--- config.mk ---
export PLATFORM = sky130hd
export DESIGN_NAME = serial_alu
export DESIGN_NICKNAME = d
export VERILOG_FILES = /design/src/rtl/sal_pkg.sv /design/src/rtl/sal_opshift.sv /design/src/rtl/sal_bitcell.sv /design/src/rtl/sal_seq.sv /design/src/rtl/sal_flags.sv /design/src/rtl/serial_alu.sv
export SDC_FILE = /design/constraint.sdc
export NUM_CORES = 1
export LEC_CHECK = 0
export ABC_AREA = 1
export ABC_CLOCK_PERIOD_IN_PS = 2100
export BUFFER_PORTS_ARGS = -buffer_cell sky130_fd_sc_hd__buf_2
export CAP_MARGIN = 30
export CORE_ASPECT_RATIO = 2
export CORE_UTILIZATION = 55
export DETAILED_ROUTE_END_ITERATION = 12
export GPL_TIMING_DRIVEN = 0
export PLACE_DENSITY = 0.77
export SLEW_MARGIN = 20
export SYNTH_ARGS = -nofsm -noshare
export SYNTH_HDL_FRONTEND = slang
export SYNTH_HIERARCHICAL = 1
export SYNTH_SLANG_ARGS = --single-unit
--- constraint.sdc ---
create_clock -name clk -period 2.1 [get_ports clk]
set_clock_uncertainty 0.05 [all_clocks]
set_input_delay 0.21 -clock clk [delete_from_list [all_inputs] [get_ports clk]]
set_output_delay 0.21 -clock clk [all_outputs]
set_load 0.02 [all_outputs]
--- src/rtl/sal_pkg.sv ---
package sal_pkg;
  typedef enum logic [1:0] {
    OP_ADD = 2'b00,
    OP_SUB = 2'b01,
    OP_AND = 2'b10,
    OP_OR  = 2'b11
  } alu_op_e;
endpackage

--- src/rtl/sal_opshift.sv ---
// Parallel-load operand register that presents its low bit and shifts right.
module sal_opshift #(
  parameter int W = 8
) (
  input  logic         clk,
  input  logic         rst_n,
  input  logic         load,
  input  logic         shift,
  input  logic [W-1:0] din,
  output logic         lsb
);
  logic [W-1:0] q;

  always_ff @(posedge clk or negedge rst_n) begin
    if (!rst_n)     q <= '0;
    else if (load)  q <= din;
    else if (shift) q <= {1'b0, q[W-1:1]};
  end

  assign lsb = q[0];
endmodule

--- src/rtl/sal_bitcell.sv ---
// One-bit arithmetic/logic cell.
module sal_bitcell
  import sal_pkg::*;
(
  input  alu_op_e op,
  input  logic    a,
  input  logic    b,
  input  logic    cin,
  output logic    y,
  output logic    cout
);
  logic b_eff;

  always_comb begin
    b_eff = (op == OP_SUB) ? ~b : b;
    y     = 1'b0;
    cout  = 1'b0;
    unique case (op)
      OP_ADD, OP_SUB: begin
        y    = a ^ b_eff ^ cin;
        cout = (a & b_eff) | (cin & (a ^ b_eff));
      end
      OP_AND: y = a & b;
      OP_OR:  y = a | b;
      default: y = 1'b0;
    endcase
  end
endmodule

--- src/rtl/sal_seq.sv ---
// Bit counter and start/done framing.
module sal_seq #(
  parameter int W = 8
) (
  input  logic clk,
  input  logic rst_n,
  input  logic start,
  output logic accept,
  output logic step,
  output logic last,
  output logic busy,
  output logic done
);
  localparam int CNT_W = $clog2(W + 1);

  logic [CNT_W-1:0] cnt;

  assign accept = start && !busy;
  assign step   = busy;
  assign last   = busy && (cnt == CNT_W'(1));

  always_ff @(posedge clk or negedge rst_n) begin
    if (!rst_n) begin
      cnt  <= '0;
      busy <= 1'b0;
      done <= 1'b0;
    end else begin
      done <= last;
      if (accept) begin
        cnt  <= CNT_W'(W);
        busy <= 1'b1;
      end else if (busy) begin
        cnt <= cnt - CNT_W'(1);
        if (last) busy <= 1'b0;
      end
    end
  end
endmodule

--- src/rtl/sal_flags.sv ---
// Running carry plus zero/parity accumulation; flags written on the last bit.
module sal_flags
  import sal_pkg::*;
(
  input  logic    clk,
  input  logic    rst_n,
  input  logic    accept,
  input  logic    seed,
  input  logic    step,
  input  logic    last,
  input  alu_op_e op,
  input  logic    ybit,
  input  logic    cout,
  output logic    crun,
  output logic    carry_f,
  output logic    zero_f,
  output logic    sign_f,
  output logic    parity_f
);
  logic z_acc, p_acc;

  always_ff @(posedge clk or negedge rst_n) begin
    if (!rst_n) begin
      crun     <= 1'b0;
      z_acc    <= 1'b0;
      p_acc    <= 1'b0;
      carry_f  <= 1'b0;
      zero_f   <= 1'b0;
      sign_f   <= 1'b0;
      parity_f <= 1'b0;
    end else if (accept) begin
      crun  <= seed;
      z_acc <= 1'b0;
      p_acc <= 1'b0;
    end else if (step) begin
      crun  <= cout;
      z_acc <= z_acc | ybit;
      p_acc <= p_acc ^ ybit;
      if (last) begin
        unique case (op)
          OP_ADD:  carry_f <= cout;
          OP_SUB:  carry_f <= ~cout;
          default: carry_f <= 1'b0;
        endcase
        zero_f   <= ~(z_acc | ybit);
        parity_f <= ~(p_acc ^ ybit);
        sign_f   <= ybit;
      end
    end
  end
endmodule

--- src/rtl/serial_alu.sv ---
module serial_alu
  import sal_pkg::*;
#(
  parameter int DATA_W = 8
) (
  input  logic              clk,
  input  logic              rst_n,
  input  logic              start_i,
  input  logic [1:0]        op_i,
  input  logic              chain_i,
  input  logic [DATA_W-1:0] opa_i,
  input  logic [DATA_W-1:0] opb_i,
  output logic              busy_o,
  output logic              done_o,
  output logic [DATA_W-1:0] result_o,
  output logic              carry_o,
  output logic              zero_o,
  output logic              sign_o,
  output logic              parity_o
);
  localparam int NOPS = 2;

  logic accept, step, last;
  logic [NOPS-1:0] bit_lsb;
  logic [NOPS-1:0][DATA_W-1:0] op_din;
  alu_op_e op_q;
  logic seed, crun, ybit, cout;
  logic [DATA_W-2:0] res_sh;

  sal_seq #(.W(DATA_W)) u_seq (
    .clk(clk), .rst_n(rst_n), .start(start_i),
    .accept(accept), .step(step), .last(last),
    .busy(busy_o), .done(done_o)
  );

  assign op_din[0] = opa_i;
  assign op_din[1] = opb_i;

  for (genvar i = 0; i < NOPS; i++) begin : g_operand
    sal_opshift #(.W(DATA_W)) u_sh (
      .clk(clk), .rst_n(rst_n), .load(accept), .shift(step),
      .din(op_din[i]), .lsb(bit_lsb[i])
    );
  end

  always_ff @(posedge clk or negedge rst_n) begin
    if (!rst_n)      op_q <= OP_ADD;
    else if (accept) op_q <= alu_op_e'(op_i);
  end

  // Carry-in seed: subtraction runs as A + ~B + 1, so a borrow in means seed 0.
  always_comb begin
    unique case (alu_op_e'(op_i))
      OP_ADD:  seed = chain_i & carry_o;
      OP_SUB:  seed = ~(chain_i & carry_o);
      default: seed = 1'b0;
    endcase
  end

  sal_bitcell u_cell (
    .op(op_q), .a(bit_lsb[0]), .b(bit_lsb[1]), .cin(crun),
    .y(ybit), .cout(cout)
  );

  sal_flags u_flags (
    .clk(clk), .rst_n(rst_n), .accept(accept), .seed(seed),
    .step(step), .last(last), .op(op_q), .ybit(ybit), .cout(cout),
    .crun(crun), .carry_f(carry_o), .zero_f(zero_o),
    .sign_f(sign_o), .parity_f(parity_o)
  );

  // Result collection: the low DATA_W-1 bits are gathered, the top bit
  // joins them directly on the final step.
  always_ff @(posedge clk or negedge rst_n) begin
    if (!rst_n) begin
      res_sh   <= '0;
      result_o <= '0;
    end else if (step) begin
      if (last) result_o <= {ybit, res_sh};
      else      res_sh   <= {ybit, res_sh[DATA_W-2:1]};
    end
  end
endmodule

==> summary.md <==
| Metric | Value |
|---|---|
| Status | finished, final reports clean |
| Slew margin rel. | 62.1% |
| Final setup fails | 0 |
| Routed wire length | roughly 4000 µm |
| Die Ht | between 90 and 100 µm |
| Via count | 1805 |
| IO Port Bufs | 35 |
| CTS Buf Count | 5 |
| Layout cells sized above 1 | a little over a fifth |
| Sequential area share after synthesis | between 50% and 60% |
| Drc violations | 0 |
| Worst-Margin Slew | ~0.57 ns |
| Max Freq | 517 MHz |
| Setup_tns | 0 ns |
| Filler Cells Inserted | approximately 350 |
| Num ports | 36 |
| Routed wl met2 | between 2000 and 2500 µm |
| Clk sinks | between 40 and 50 |
| Syn nets | approximately 290 |
| Synthesized area per cell | roughly 8.3 µm² |
| CP max FO | 6 |
| Met1 wire length | 1520 µm |
| Min cycle time layout | just under 2 ns |
| Yosys warns | 6 |
| Initial antenna violation count | 0 |
| Worst Path Arrival | ~2.1 ns |
| H-tree Lvls | 2 |
| RSZ-0062 raised after global routing | false |
| Antenna cells | 0 |
| Register bit total from synthesis | 46 |
| Antenna-violating nets left | 0 |
| Routed wl met3 | around 140 µm |
| Hold Startpoint | opa_i[7] |
| # rows | 32 |
| Slew Viols, Final | 0 |
| Worst setup SP type | flop |
| Hold Vio Cnt, Final | 0 |
| Initial Util | 57.0% |
| Maximum VDD drop | 0.833 mV |
| Max Cap Viol | 0 |
| Worst hold stages | 3 |
| Clock Pin Slew Worst Setup and Hold Paths | approximately 0.08 ns |
| Required time of the critical path | 2.24 ns |
| Largest net degree at the start of global routing | 25 |
| Gpl congestion | just under 0.8 |
| P&R area growth vs syn | 16.2% |
| Vias in the first global route | roughly 1700 |
| First-pass GRT wire length | between 6000 and 7000 µm |
| Leak Pwr | 1.41 nW |
| Fin crit share | a little over 90% |
| Gr ovfl total | 0 |
| Distinct cell type count of the synthesized netlist | 23 |
| Wire length per cell | 11.2 µm |
| Via density | just over 5 |
| Crit path from | op_q[0]$_DFFE_PN0P_ |
| Iter 0 DRT Violations | 49 |
| Clock Latency Late Sink | 0.30 ns |
| WHS | 0.0665 ns |
| Mapped Cells | around 260 |
| Highest Signal Layer | met4 |
| Clk root buf | clkbuf_8 |
| Pre-Repair DR Iteration Count | 4 |
| GR Util All Layers | between 20 and 25% |
| Post-CTS setup buffer count | 0 |
| Die width | around 47 µm |
| HP Class | input pin to flop |
| Final nets | roughly 330 |
| Die ar. | approximately 4300 µm² |
| Reg2reg start | op_q[0]$_DFFE_PN0P_ |
| Critical path capture point type | flop |
| TritonCTS clock tree | built |
| Detailed Place HPWL | about 3000 µm |
| Worst-case clock buffer depth | 2 |
| Core area | approximately 3800 µm² |
| PD cells | 1340 nW/µm² |
| Mapped Area | ~2200 µm² |
| R2r worst-path depth | 10 |
| Critical path type | flop to flop |
-- cell type report --
| cell class | count | area, µm² | area share [%] |
|---|---|---|---|
| Sequential cell | 46 | 1150 | 45.2 |
| Buffer | 8 | 82.6 | 3.24 |
| Tap cell | 51 | 63.8 | 2.51 |
| Clock buffer | 5 | 68.8 | 2.70 |
| Inverter | 23 | 88.8 | 3.49 |
| Timing Repair Buffer | 37 | 213 | 8.35 |
| Multi-Input combinational cell | 186 | 868 | 34.1 |
| Clock inverter | 2 | 10.0 | 0.393 |
-- cell usage in the layout, fill, tap and decap left out, types with 2 or more instances in the layout --
| master | Yosys | layout |
|---|---|---|
| nand2_1 | 100 | 100 |
| inv_2 | 5 | 5 |
| ha_1 | 2 | 2 |
| clkinv_2 | 0 | 2 |
| nand3_1 | 47 | 47 |
| nor2_8 | 2 | 2 |
| buf_6 | 4 | 4 |
| buf_2 | 0 | 35 |
| buf_4 | 3 | 3 |
| a21oi_1 | 2 | 2 |
| dfrtp_1 | 46 | 46 |
| o21ai_0 | 4 | 4 |
| o21ai_1 | 2 | 2 |
| inv_1 | 17 | 17 |
| clkbuf_8 | 0 | 5 |
| nor2_1 | 17 | 17 |
| nand2_2 | 3 | 3 |
-- routing by layer --
| metal | vias up | global-route usage (%) |
|---|---|---|
| met3 | 9 | 4.77 |
| met2 | 38 | 38.4 |
| met1 | 847 | 22.2 |
| met5 | - | 0 |
| met4 | 0 | 11.0 |
| li1 | 911 | - |
-- metrics by stage --
step	utilization [%]	area (µm²)	instances	power [mW]	setup slack (ns)
after floorplan	-	2190	263	2.53	0.415
after CTS	66.2	2550	358	3.44	0.175
final	66.2	2550	358	3.40	0.166
after global routing	66.2	2550	358	3.69	0.0308
after global placement	63.2	2430	349	2.86	0.259
after detailed placement	63.9	2460	350	2.92	0.214
-- timing repair --
item	4_1_cts	5_1_grt
endpoints found under the hold margin	22	0
hold buffers	1	0
resized for setup	0	0
-- state kept, by name, summed over array words and instances, names as in the netlist --
register and count:
g_operand.u_sh/q 16, result_o 8, res_sh 7, u_seq/cnt 4, op_q 2, u_flags/carry_f 1, u_flags/crun 1, u_flags/p_acc 1
u_flags/parity_f 1, u_flags/sign_f 1, u_flags/z_acc 1, u_flags/zero_f 1, u_seq/busy 1, u_seq/done 1
-- worst max-delay path, stage by stage (launching register included) --
cell and delay [ns]:
dfrtp_1 0.41, inv_1 0.07, o21bai_1 0.13, nand2_1 0.08, inv_1 0.07, fa_1 0.41, nand2_1 0.08, nand2_1 0.19
xor2_1 0.22, nand2_1 0.06, nand2_1 0.05
-- cell usage after synthesis --
library cell  number  area [µm²]
dfrtp_1           46        1150
nand2_2            3        18.8
inv_2              5        18.8
fa_1               1        20.0
ha_1               2        25.0
xor2_1             1        8.76
xnor2_1            1        8.76
nor2_2             1        6.26
a21oi_1            2        10.0
nand3_1           47         235
nand2_4            1        11.3
nor2_1            17        63.8
buf_4              3        22.5
inv_4              1        6.26
nand2_1          100         375
o21ai_0            4        20.0
nor2_8             2        40.0
o211ai_1           1        7.51
o21ai_1            2        10.0
inv_1             17        63.8
buf_8              1        15.0
o21bai_1           1        7.51
buf_6              4        45.0
-- path summary, 6_finish.rpt --
| check | endpoint | slack [ns] |
|---|---|---|
| max | u_flags/p_acc$_DFFE_PN0P_ | 0.17 |
| min | g_operand[0].u_sh/q[7]$_DFFE_PN0P_ | 0.07 |
| max reg2reg | u_flags/p_acc$_DFFE_PN0P_ | 0.17 |
| min reg2reg | result_o[7]$_DFFE_PN0P_ | 0.42 |
| max in group asynchronous | g_operand[1].u_sh/q[0]$_DFFE_PN0P_ | 1.09 |
| min in group asynchronous | u_seq/cnt[0]$_DFFE_PN0P_ | 0.39 |
-- power breakdown --
group	leakage, nW	internal (mW)	switching, mW
clock network	0.0438	0.223	0.279
logic	0.765	0.549	0.905
registers	0.597	1.21	0.231
total	1.41	1.98	1.42
-- cells by family after synthesis --
logic type	synth area share [%]
xor+xnor	0.800
compound gates	2.51
flops	52.5
simple gates	34.3
fa+ha+maj	2.06
buf+inv	7.82
Power figures use the tool's default switching activity.
